[config.mk]
export PLATFORM = sky130hd
export DESIGN_NAME = interval_tick_timer
export DESIGN_NICKNAME = d
export VERILOG_FILES = /design/src/rtl/ivt_pkg.sv /design/src/rtl/ivt_prescaler.sv /design/src/rtl/ivt_counter.sv /design/src/rtl/ivt_ctrl.sv /design/src/rtl/interval_tick_timer.sv
export SDC_FILE = /design/constraint.sdc
export NUM_CORES = 1
export LEC_CHECK = 0
export ABC_AREA = 0
export BUFFER_PORTS_ARGS = -buffer_cell sky130_fd_sc_hd__buf_2
export CAP_MARGIN = 20
export CORE_MARGIN = 2
export CORE_UTILIZATION = 28
export DETAILED_ROUTE_END_ITERATION = 12
export MAX_ROUTING_LAYER = met4
export PLACE_DENSITY_LB_ADDON = 0.3
export SLEW_MARGIN = 20
export SYNTH_ARGS = -nofsm -noshare
export SYNTH_HDL_FRONTEND = slang
export SYNTH_SLANG_ARGS = --single-unit
[constraint.sdc]
create_clock -name clk -period 1.55 [get_ports clk]
set_input_delay 0.0775 -clock clk [delete_from_list [all_inputs] [get_ports clk]]
set_output_delay 0.0775 -clock clk [all_outputs]
set_load 0.005 [all_outputs]
[src/rtl/ivt_pkg.sv]
// Package ivt_pkg
// Shared constants for the interval timer: control-register bit positions and
// the mapping from the prescaler select code to a divider width.
// Assumes an 8-bit register bus.
package ivt_pkg;

    localparam int REG_W    = 8;
    localparam int FLAG_BIT = 7;
    localparam int SRC_HI   = 6;
    localparam int SRC_LO   = 5;
    localparam int RSVD_BIT = 4;
    localparam int CLR_BIT  = 3;

    typedef enum logic [1:0] {
        SRC_DIV4096 = 2'b00,
        SRC_DIV1024 = 2'b01,
        SRC_DIV128  = 2'b10,
        SRC_DIV16   = 2'b11
    } src_sel_e;

    // Number of low prescaler bits that must all be 1 for a tick.
    function automatic int unsigned src_shift(input src_sel_e sel);
        case (sel)
            SRC_DIV4096: src_shift = 12;
            SRC_DIV1024: src_shift = 10;
            SRC_DIV128:  src_shift = 7;
            default:     src_shift = 4;
        endcase
    endfunction

endpackage

[src/rtl/ivt_prescaler.sv]
// Module ivt_prescaler
// Free-running divider of the system clock. It produces a one-cycle tick once
// every 2^k cycles, where k comes from the select code.
// Assumes PRE_W is at least the largest divider width (12).
module ivt_prescaler
    import ivt_pkg::*;
#(
    parameter int PRE_W = 12
) (
    input  logic     clk,
    input  logic     rst_n,
    input  src_sel_e src_sel,
    output logic     tick
);

    logic [PRE_W-1:0] pre_q;
    logic [PRE_W-1:0] tap_mask;

    // Free-running divider count, wraps naturally.
    always_ff @(posedge clk) begin
        if (!rst_n) pre_q <= '0;
        else        pre_q <= pre_q + 1'b1;
    end

    // Mask of the low bits that take part in the tick decode.
    always_comb begin
        tap_mask = '0;
        for (int i = 0; i < PRE_W; i++) begin
            if (i < int'(src_shift(src_sel))) tap_mask[i] = 1'b1;
        end
    end

    // Tick when all masked bits are 1, i.e. once per 2^k cycles.
    assign tick = &(pre_q | ~tap_mask);

endmodule

[src/rtl/ivt_counter.sv]
// Module ivt_counter
// Up-counter that advances on prescaler ticks. It detects the 1-to-0 fall of
// the selected bit, and a synchronous clear takes priority over a tick.
// Assumes tick and clr_req are single-cycle pulses.
module ivt_counter #(
    parameter int CNT_W = 8,
    parameter int SEL_W = $clog2(CNT_W)
) (
    input  logic             clk,
    input  logic             rst_n,
    input  logic             tick,
    input  logic             clr_req,
    input  logic [SEL_W-1:0] ovf_sel,
    output logic [CNT_W-1:0] cnt_q,
    output logic             ovf_evt
);

    logic [CNT_W-1:0] low_mask;
    logic             wrap_next;

    // Bits 0..n must all be 1 for bit n to fall on the next step.
    always_comb begin
        low_mask = '0;
        for (int i = 0; i < CNT_W; i++) begin
            if (i <= int'(ovf_sel)) low_mask[i] = 1'b1;
        end
    end

    assign wrap_next = &(cnt_q | ~low_mask);

    // An overflow counts only when the counter actually steps.
    assign ovf_evt = tick & ~clr_req & wrap_next;

    // Counter state: clear wins over a tick.
    always_ff @(posedge clk) begin
        if (!rst_n)       cnt_q <= '0;
        else if (clr_req) cnt_q <= '0;
        else if (tick)    cnt_q <= cnt_q + 1'b1;
    end

endmodule

[src/rtl/ivt_ctrl.sv]
// Module ivt_ctrl
// Control register fields, the self-clearing clear bit, the sticky flag and the
// registered interrupt request.
// Assumes ctl_we is one cycle per bus write and ovf_evt is single-cycle.
module ivt_ctrl
    import ivt_pkg::*;
#(
    parameter int SEL_W = 3
) (
    input  logic             clk,
    input  logic             rst_n,
    input  logic             ctl_we,
    input  logic [REG_W-1:0] wdata,
    input  logic             int_ack,
    input  logic             ovf_evt,
    output src_sel_e         src_sel,
    output logic [SEL_W-1:0] ovf_sel,
    output logic             clr_bit,
    output logic             clr_req,
    output logic             flag_q,
    output logic             irq_q
);

    logic flag_clear;

    assign clr_req    = ctl_we & wdata[CLR_BIT];
    assign flag_clear = int_ack | (ctl_we & ~wdata[FLAG_BIT]);

    // Writable selection fields; the reset default is n=1 and divide by 4096.
    always_ff @(posedge clk) begin
        if (!rst_n) begin
            src_sel <= SRC_DIV4096;
            ovf_sel <= SEL_W'(1);
        end else if (ctl_we) begin
            src_sel <= src_sel_e'(wdata[SRC_HI:SRC_LO]);
            ovf_sel <= wdata[SEL_W-1:0];
        end
    end

    // Clear bit holds the written 1 for one cycle, then drops by itself.
    always_ff @(posedge clk) begin
        if (!rst_n) clr_bit <= 1'b0;
        else        clr_bit <= clr_req;
    end

    // Sticky flag: a set beats a same-cycle clear.
    always_ff @(posedge clk) begin
        if (!rst_n)          flag_q <= 1'b0;
        else if (ovf_evt)    flag_q <= 1'b1;
        else if (flag_clear) flag_q <= 1'b0;
    end

    // Interrupt request: one-cycle pulse aligned with the flag being set.
    always_ff @(posedge clk) begin
        if (!rst_n) irq_q <= 1'b0;
        else        irq_q <= ovf_evt;
    end

endmodule

[src/rtl/interval_tick_timer.sv]
// Module interval_tick_timer
// Top level: register decode, read mux, prescaler, counter and control.
// Assumes single-cycle write strobes and a combinational read.
module interval_tick_timer
    import ivt_pkg::*;
#(
    parameter int          ADDR_W   = 8,
    parameter int          CNT_W    = 8,
    parameter int          PRE_W    = 12,
    parameter logic [7:0]  CTL_ADDR = 8'h8B,
    parameter logic [7:0]  CNT_ADDR = 8'h8C
) (
    input  logic              clk,
    input  logic              rst_n,
    input  logic [ADDR_W-1:0] bus_addr,
    input  logic              bus_we,
    input  logic [REG_W-1:0]  bus_wdata,
    output logic [REG_W-1:0]  bus_rdata,
    input  logic              int_ack,
    output logic              irq_o,
    output logic              flag_o
);

    localparam int SEL_W = $clog2(CNT_W);

    logic             ctl_we;
    logic             tick;
    logic             clr_req;
    logic             clr_bit;
    logic             ovf_evt;
    src_sel_e         src_sel;
    logic [SEL_W-1:0] ovf_sel;
    logic [CNT_W-1:0] cnt_q;

    assign ctl_we = bus_we & (bus_addr == ADDR_W'(CTL_ADDR));

    ivt_prescaler #(.PRE_W(PRE_W)) u_pre (
        .clk     (clk),
        .rst_n   (rst_n),
        .src_sel (src_sel),
        .tick    (tick)
    );

    ivt_counter #(.CNT_W(CNT_W), .SEL_W(SEL_W)) u_cnt (
        .clk     (clk),
        .rst_n   (rst_n),
        .tick    (tick),
        .clr_req (clr_req),
        .ovf_sel (ovf_sel),
        .cnt_q   (cnt_q),
        .ovf_evt (ovf_evt)
    );

    ivt_ctrl #(.SEL_W(SEL_W)) u_ctl (
        .clk     (clk),
        .rst_n   (rst_n),
        .ctl_we  (ctl_we),
        .wdata   (bus_wdata),
        .int_ack (int_ack),
        .ovf_evt (ovf_evt),
        .src_sel (src_sel),
        .ovf_sel (ovf_sel),
        .clr_bit (clr_bit),
        .clr_req (clr_req),
        .flag_q  (flag_o),
        .irq_q   (irq_o)
    );

    // Read mux: reserved bit 4 and unmapped addresses read as 0.
    always_comb begin
        bus_rdata = '0;
        if (bus_addr == ADDR_W'(CNT_ADDR)) begin
            bus_rdata = REG_W'(cnt_q);
        end else if (bus_addr == ADDR_W'(CTL_ADDR)) begin
            bus_rdata[FLAG_BIT]      = flag_o;
            bus_rdata[SRC_HI:SRC_LO] = src_sel;
            bus_rdata[RSVD_BIT]      = 1'b0;
            bus_rdata[CLR_BIT]       = clr_bit;
            bus_rdata[SEL_W-1:0]     = ovf_sel;
        end
    end

endmodule

Word level (Yosys, flattened, before mapping)
Index checks and enable logic that the tools add are counted.
{"block": "op_classes", "add_sub_neg": 2, "multipliers": 0, "n_div": 0, "order_cmp": 19, "n_eq_ne": 4, "shift": 0, "mux": 24, "bitwise": 13, "reduce_logical": 5}
{"cell": "two-way mux 1 bit", "count": 21}
{"cell": "== test 8 bit (second input constant)", "count": 2}
{"cell": "less-than comparator 3 x 4 -> 1 bit (first input constant)", "count": 4}
{"cell": "less-than comparator 4 bit (first input constant)", "count": 4}
{"cell": "two-way mux 8 bit", "count": 2}
{"cell": "adder 12 x 1 -> 12 bit (second input constant)", "count": 1}
{"cell": "less-or-equal comparator 3 bit (first input constant)", "count": 4}
{"cell": "inverter 12 bit", "count": 1}
{"cell": "OR 12 bit", "count": 1}
{"cell": "one-hot mux 4 bit (3 select lines)", "count": 1}
{"cell": "AND reduction 12 bit", "count": 1}
{"cell": "adder 8 x 1 -> 8 bit (second input constant)", "count": 1}
{"cell": "less-than comparator 1 x 4 -> 1 bit (first input constant)", "count": 2}
{"cell": "less-than comparator 2 x 4 -> 1 bit (first input constant)", "count": 2}
{"cell": "inverter 8 bit", "count": 1}
{"cell": "OR 8 bit", "count": 1}
{"cell": "AND reduction 8 bit", "count": 1}
{"cell": "less-or-equal comparator 2 x 3 -> 1 bit (first input constant)", "count": 2}
{"cell": "AND 1 bit", "count": 5}
{"cell": "less-or-equal comparator 1 x 3 -> 1 bit (first input constant)", "count": 1}
{"cell": "inverter 1 bit", "count": 3}
{"cell": "== test 2 x 1 -> 1 bit (second input constant)", "count": 1}
{"cell": "== test 2 bit (second input constant)", "count": 1}
{"cell": "zero test 2 bit", "count": 1}
{"cell": "3 further kinds", "count": 3}
{"block": "word_totals", "register_bits": 28, "latchBits": 0, "ramBits": 0, "rom_bits": 0, "input_bits": 20, "elab_cells": 74, "memories": 0}

Longest topological paths before layout
{"block": "depth", "word_depth": 10, "ltp_mapped": 6}

By module
Synthesis repeated with hierarchy kept, for this count alone.
{"block": "hier_totals", "hier_cells": 157, "hier_area_um2": 1408.9}
{"mod": "ivt_prescaler", "instances": 1, "cells_per_inst": 59, "area_per_inst_um2": 515.5}
{"mod": "ivt_counter", "instances": 1, "cells_per_inst": 50, "area_per_inst_um2": 439.2}
{"mod": "ivt_ctrl", "instances": 1, "cells_per_inst": 25, "area_per_inst_um2": 305.3}
{"mod": "interval_tick_timer", "instances": 1, "cells_per_inst": 23, "area_per_inst_um2": 148.9}

Worst setup path before layout
No wires, ideal clock.
{"block": "synth_timing", "path_kind": "reg-to-reg", "start": "register u_pre.pre_q[0]", "end": "register u_cnt.cnt_q[2]", "arrival_ns": 1.576, "required_time_ns": 1.484, "path_slack_ns": -0.092, "path_stages_with_launch": 7, "period_less_slack_ns": 1.642, "path_cell_list": "dfxtp_1 -> ha_1 -> nand3_4 -> a21o_1 -> buf_2 -> or4_4 -> a21oi_2"}
{"block": "synth_between", "elab_chain_cells": 2}
{"item": "start, declared", "line_no": "ivt_prescaler.sv:16", "source": "logic [PRE_W-1:0] pre_q;"}
{"item": "start signal, assigned", "line_no": "ivt_prescaler.sv:22", "source": "else pre_q <= pre_q + 1'b1;"}
{"item": "OR 12 bit", "line_no": "ivt_prescaler.sv:34", "source": "assign tick = &(pre_q | ~tap_mask);"}
{"item": "AND reduction 12 bit", "line_no": "ivt_prescaler.sv:34"}
{"item": "end signal, assigned", "line_no": "ivt_counter.sv:38", "source": "else if (tick) cnt_q <= cnt_q + 1'b1;"}
{"item": "end, declared", "line_no": "ivt_counter.sv:14", "source": "output logic [CNT_W-1:0] cnt_q,"}
Every way passes these cells.
A chain may end at the register's enable or synchronous reset.

Final worst setup path
{"block": "layout_timing", "start": "register u_pre.pre_q[1]", "end": "register u_cnt.cnt_q[5]"}
Same word-level chain as after synthesis.

==> results.md <==
- Sequential cell area fraction in the yosys report: 0.399
- Critical path type: reg2reg
- Core area: around 4800 sq um
- Top post-synthesis cells by area: dfxtp_1 (40%), a22o_1 (4.4%), xnor2_1 (4.4%)
- Post-synthesis compound-gate area fraction: 0.200
- Initial DRC Count: 50
- GRT overflow: 0
- Syn_nets: 178
- Setup WS post-layout: ~65 ps
- Number of global-route vias before repair: around 1.1k
- Netlist Area Pre-Place: 1410 sq um
- Area after DPL: 1770 sq um
- Clk pin slew, worst setup/hold paths: 90 ps
- Crit-path slowest cell: or4_1
- Slew Limit Fails: 0
- Fin area: approximately 1900 sq um
- Portion of netlist area occupied by mux cells: 0.0436
- IO buf count: 28
- WL per Instance: 12.6 microns
- Worst-Margin Slew: around 340 ps
- RSZ-0062 raised after global routing: false
- Yosys reg bits: 28
- Gr usage total: 0.131
- M3 GR Usage: 0.0161
- Status: complete, no violations
- Most frequent cell after synthesis: dfxtp_1
- Die Ht: 74.9 microns
- Worst IR drop on VDD: between 0.3 and 0.4 mV
- Synth Instances: 156
- ANT nets after route: 0
- EDFF count, synth: 0
- CP Max Fanout: 6
- Synth warn: 0
- Via count: about 1.3k
- Post-Layout Cell Count: 272
- Die area: 5610 sq um
- Top cells by count, synth: dfxtp_1 (28), nor2_1 (16), a21oi_1 (10), nand2_1 (9)
- Starting density of the core: 0.294
- Post-synth top area share: 0.399
- Syn_area_per_cell: between 9 and 10 sq um
- R2R setup slack: about 65 ps
- Main synth FF type: dfxtp_1
- Hold Fails Final Rpt: 0
- WL final: roughly 3.4 mm
- DP Worst Slack: approximately 9.0 ps
- Relative slew margins: 0.769
- Detailed placer's ending HPWL: 2.49 mm
- TritonRoute pass-1 iters: 4
- H-tree depth: 1
- Layout cells sized above 1: 0.351
- XOR/XNOR Fraction of Synth Area: 0.0498
- CTS tree: built
- Min Tclk post-route: around 1500 ps
- Final setup fails: 0
- CP max stage delay: ~460 ps
- Bufs on Longest Clock Path: 2
- Antenna cell count: 0
- Vias per inst: approximately 4.8
- Largest net degree at the start of global routing: 16
- Grt met2 use: 0.176
- GR Util met1: 0.189
- TritonCTS Buffers: 3
- Largest family of logic cells by synthesized area: simple AND/OR/NAND/NOR gates
- DP Cell Count: roughly 270
- Final net count: about 230
- Setup TNS: 0 ps
- Final Wtd Congestion: between 0.8 and 0.9
- P&R area growth vs syn: 31.6%
- Share of flip-flops with an asynchronous set or reset: 0
- # DRC: 0
- Adder-cell share of the synthesized area: 0.0178
- CP required: roughly 1800 ps
- First-pass GRT wire length: about 5.3 mm
- Die X: 74.9 microns
- Simple-gate portion of the synthesized area: 0.250
- Fmax: a little under 700 MHz
- Fin crit share: 0.958
- I/O pin count: 30
- Area leader, netlist: dfxtp_1
- Most Crowded Layer GR: met1
- Initial antenna violation count: 0
- Worst-Skew Late Latency: about 280 ps
- CP Cell Sequence: ha_4 -> nand3_4 -> a21o_4 -> or4_1 -> a21oi_1
- Post-synth cell types: 40
- Cell Pwr Density: approximately 650 nW/um^2
- # Max-Cap Violations: 0
- Worst hold path class: in2reg
- Critical path arrival: 1700 ps
- Clock Root Buffer: clkbuf_8
- Leak Pwr: 0.707 nW
- Row count: 25
- Skew final: 3.78 ps
- CP Capture Type: flop
- Crit path launch type: flop
- Clk sinks: 28
[worst max-delay path, delay by kind of cell, from the launching register on]
| kind | cells | cell delay [ps] |
|---|---|---|
| AND/OR/NAND/NOR | 2 | 550 |
| flip-flops | 1 | 360 |
| AO/OA/AOI/OAI | 2 | 370 |
| adder cells (fa/ha/maj) | 1 | 160 |
[through the flow]
step           hold WS [ps]  total power, W  utilization
2_1_floorplan           139        0.000778            -
3_3_place_gp            290        0.000822        0.370
3_5_place_dp            291        0.000823        0.370
4_1_cts                15.1         0.00122        0.381
5_1_grt                26.4         0.00126        0.387
6_report               16.8         0.00120        0.387
[registers in the layout (all words and copies together), names as in the netlist]
signal         cells
u_cnt.cnt_q        8
u_ctl.clr_bit      1
u_ctl.flag_q       1
u_ctl.irq_q        1
u_ctl.ovf_sel      3
u_ctl.src_sel      2
u_pre.pre_q       12
[metal layers]
metal  up-vias  share of wire
li1        670              -
met1       608           0.53
met2        33           0.39
met3         4          0.050
met4         0          0.022
met5         -              0
[where the power goes]
part	switching (W)	leakage, nW	internal, W
clock network	0.000221	0.0216	0.000175
registers	0.00000642	0.228	0.000727
logic	0.0000348	0.458	0.0000401
[logic make-up after synthesis]
logic type	Yosys count
buf+inv	12
compound gates	39
fa+ha+maj	2
xor+xnor	8
flops	28
mux	6
simple gates	61
[cell usage in the layout (no fill, tap or decap), types with 2 or more instances in the layout]
cell and n:
or3_1 2, nand3_2 2, dfxtp_1 24, clkbuf_8 3, nand4_1 3, or4_1 4, o21ai_0 5, nor2_1 16
nor3_1 5, buf_4 21, mux2i_1 5, nand3_1 6, dfxtp_2 4, or4_4 2, xnor2_1 7, inv_1 7
a21oi_2 3, buf_2 28, nand2_1 9, and2_1 5, a22o_1 7, a21oi_1 9, o31ai_1 7
[repair_timing]
item,in CTS,in global routing
cloned,0,1
buffers inserted,0,0
resized for setup,1,5
endpoints found under the hold margin,1,0
setup endpoints to repair,5,7
hold buffers,1,0
[area by class of cell]
class,instances,area [sq um]
fillers,488,2940
multi-input cells,117,826
flip-flops and latches,28,566
repair buffers,50,308
well taps,67,83.8
clock buffers,3,41.3
inverters,7,26.3
[final timing paths]
kind | startpoint | endpoint | cells past startpoint
max reg2reg | u_pre.pre_q[1]$_SDFF_PN0_ | u_cnt.cnt_q[5]$_SDFFE_PP0P_ | 5
min reg2reg | u_pre.pre_q[6]$_SDFF_PN0_ | u_pre.pre_q[6]$_SDFF_PN0_ | 2
max | u_pre.pre_q[1]$_SDFF_PN0_ | u_cnt.cnt_q[5]$_SDFFE_PP0P_ | 5
min | bus_wdata[3] | u_ctl.clr_bit$_SDFF_PN0_ | 3
(Power assumes the default switching activity.)
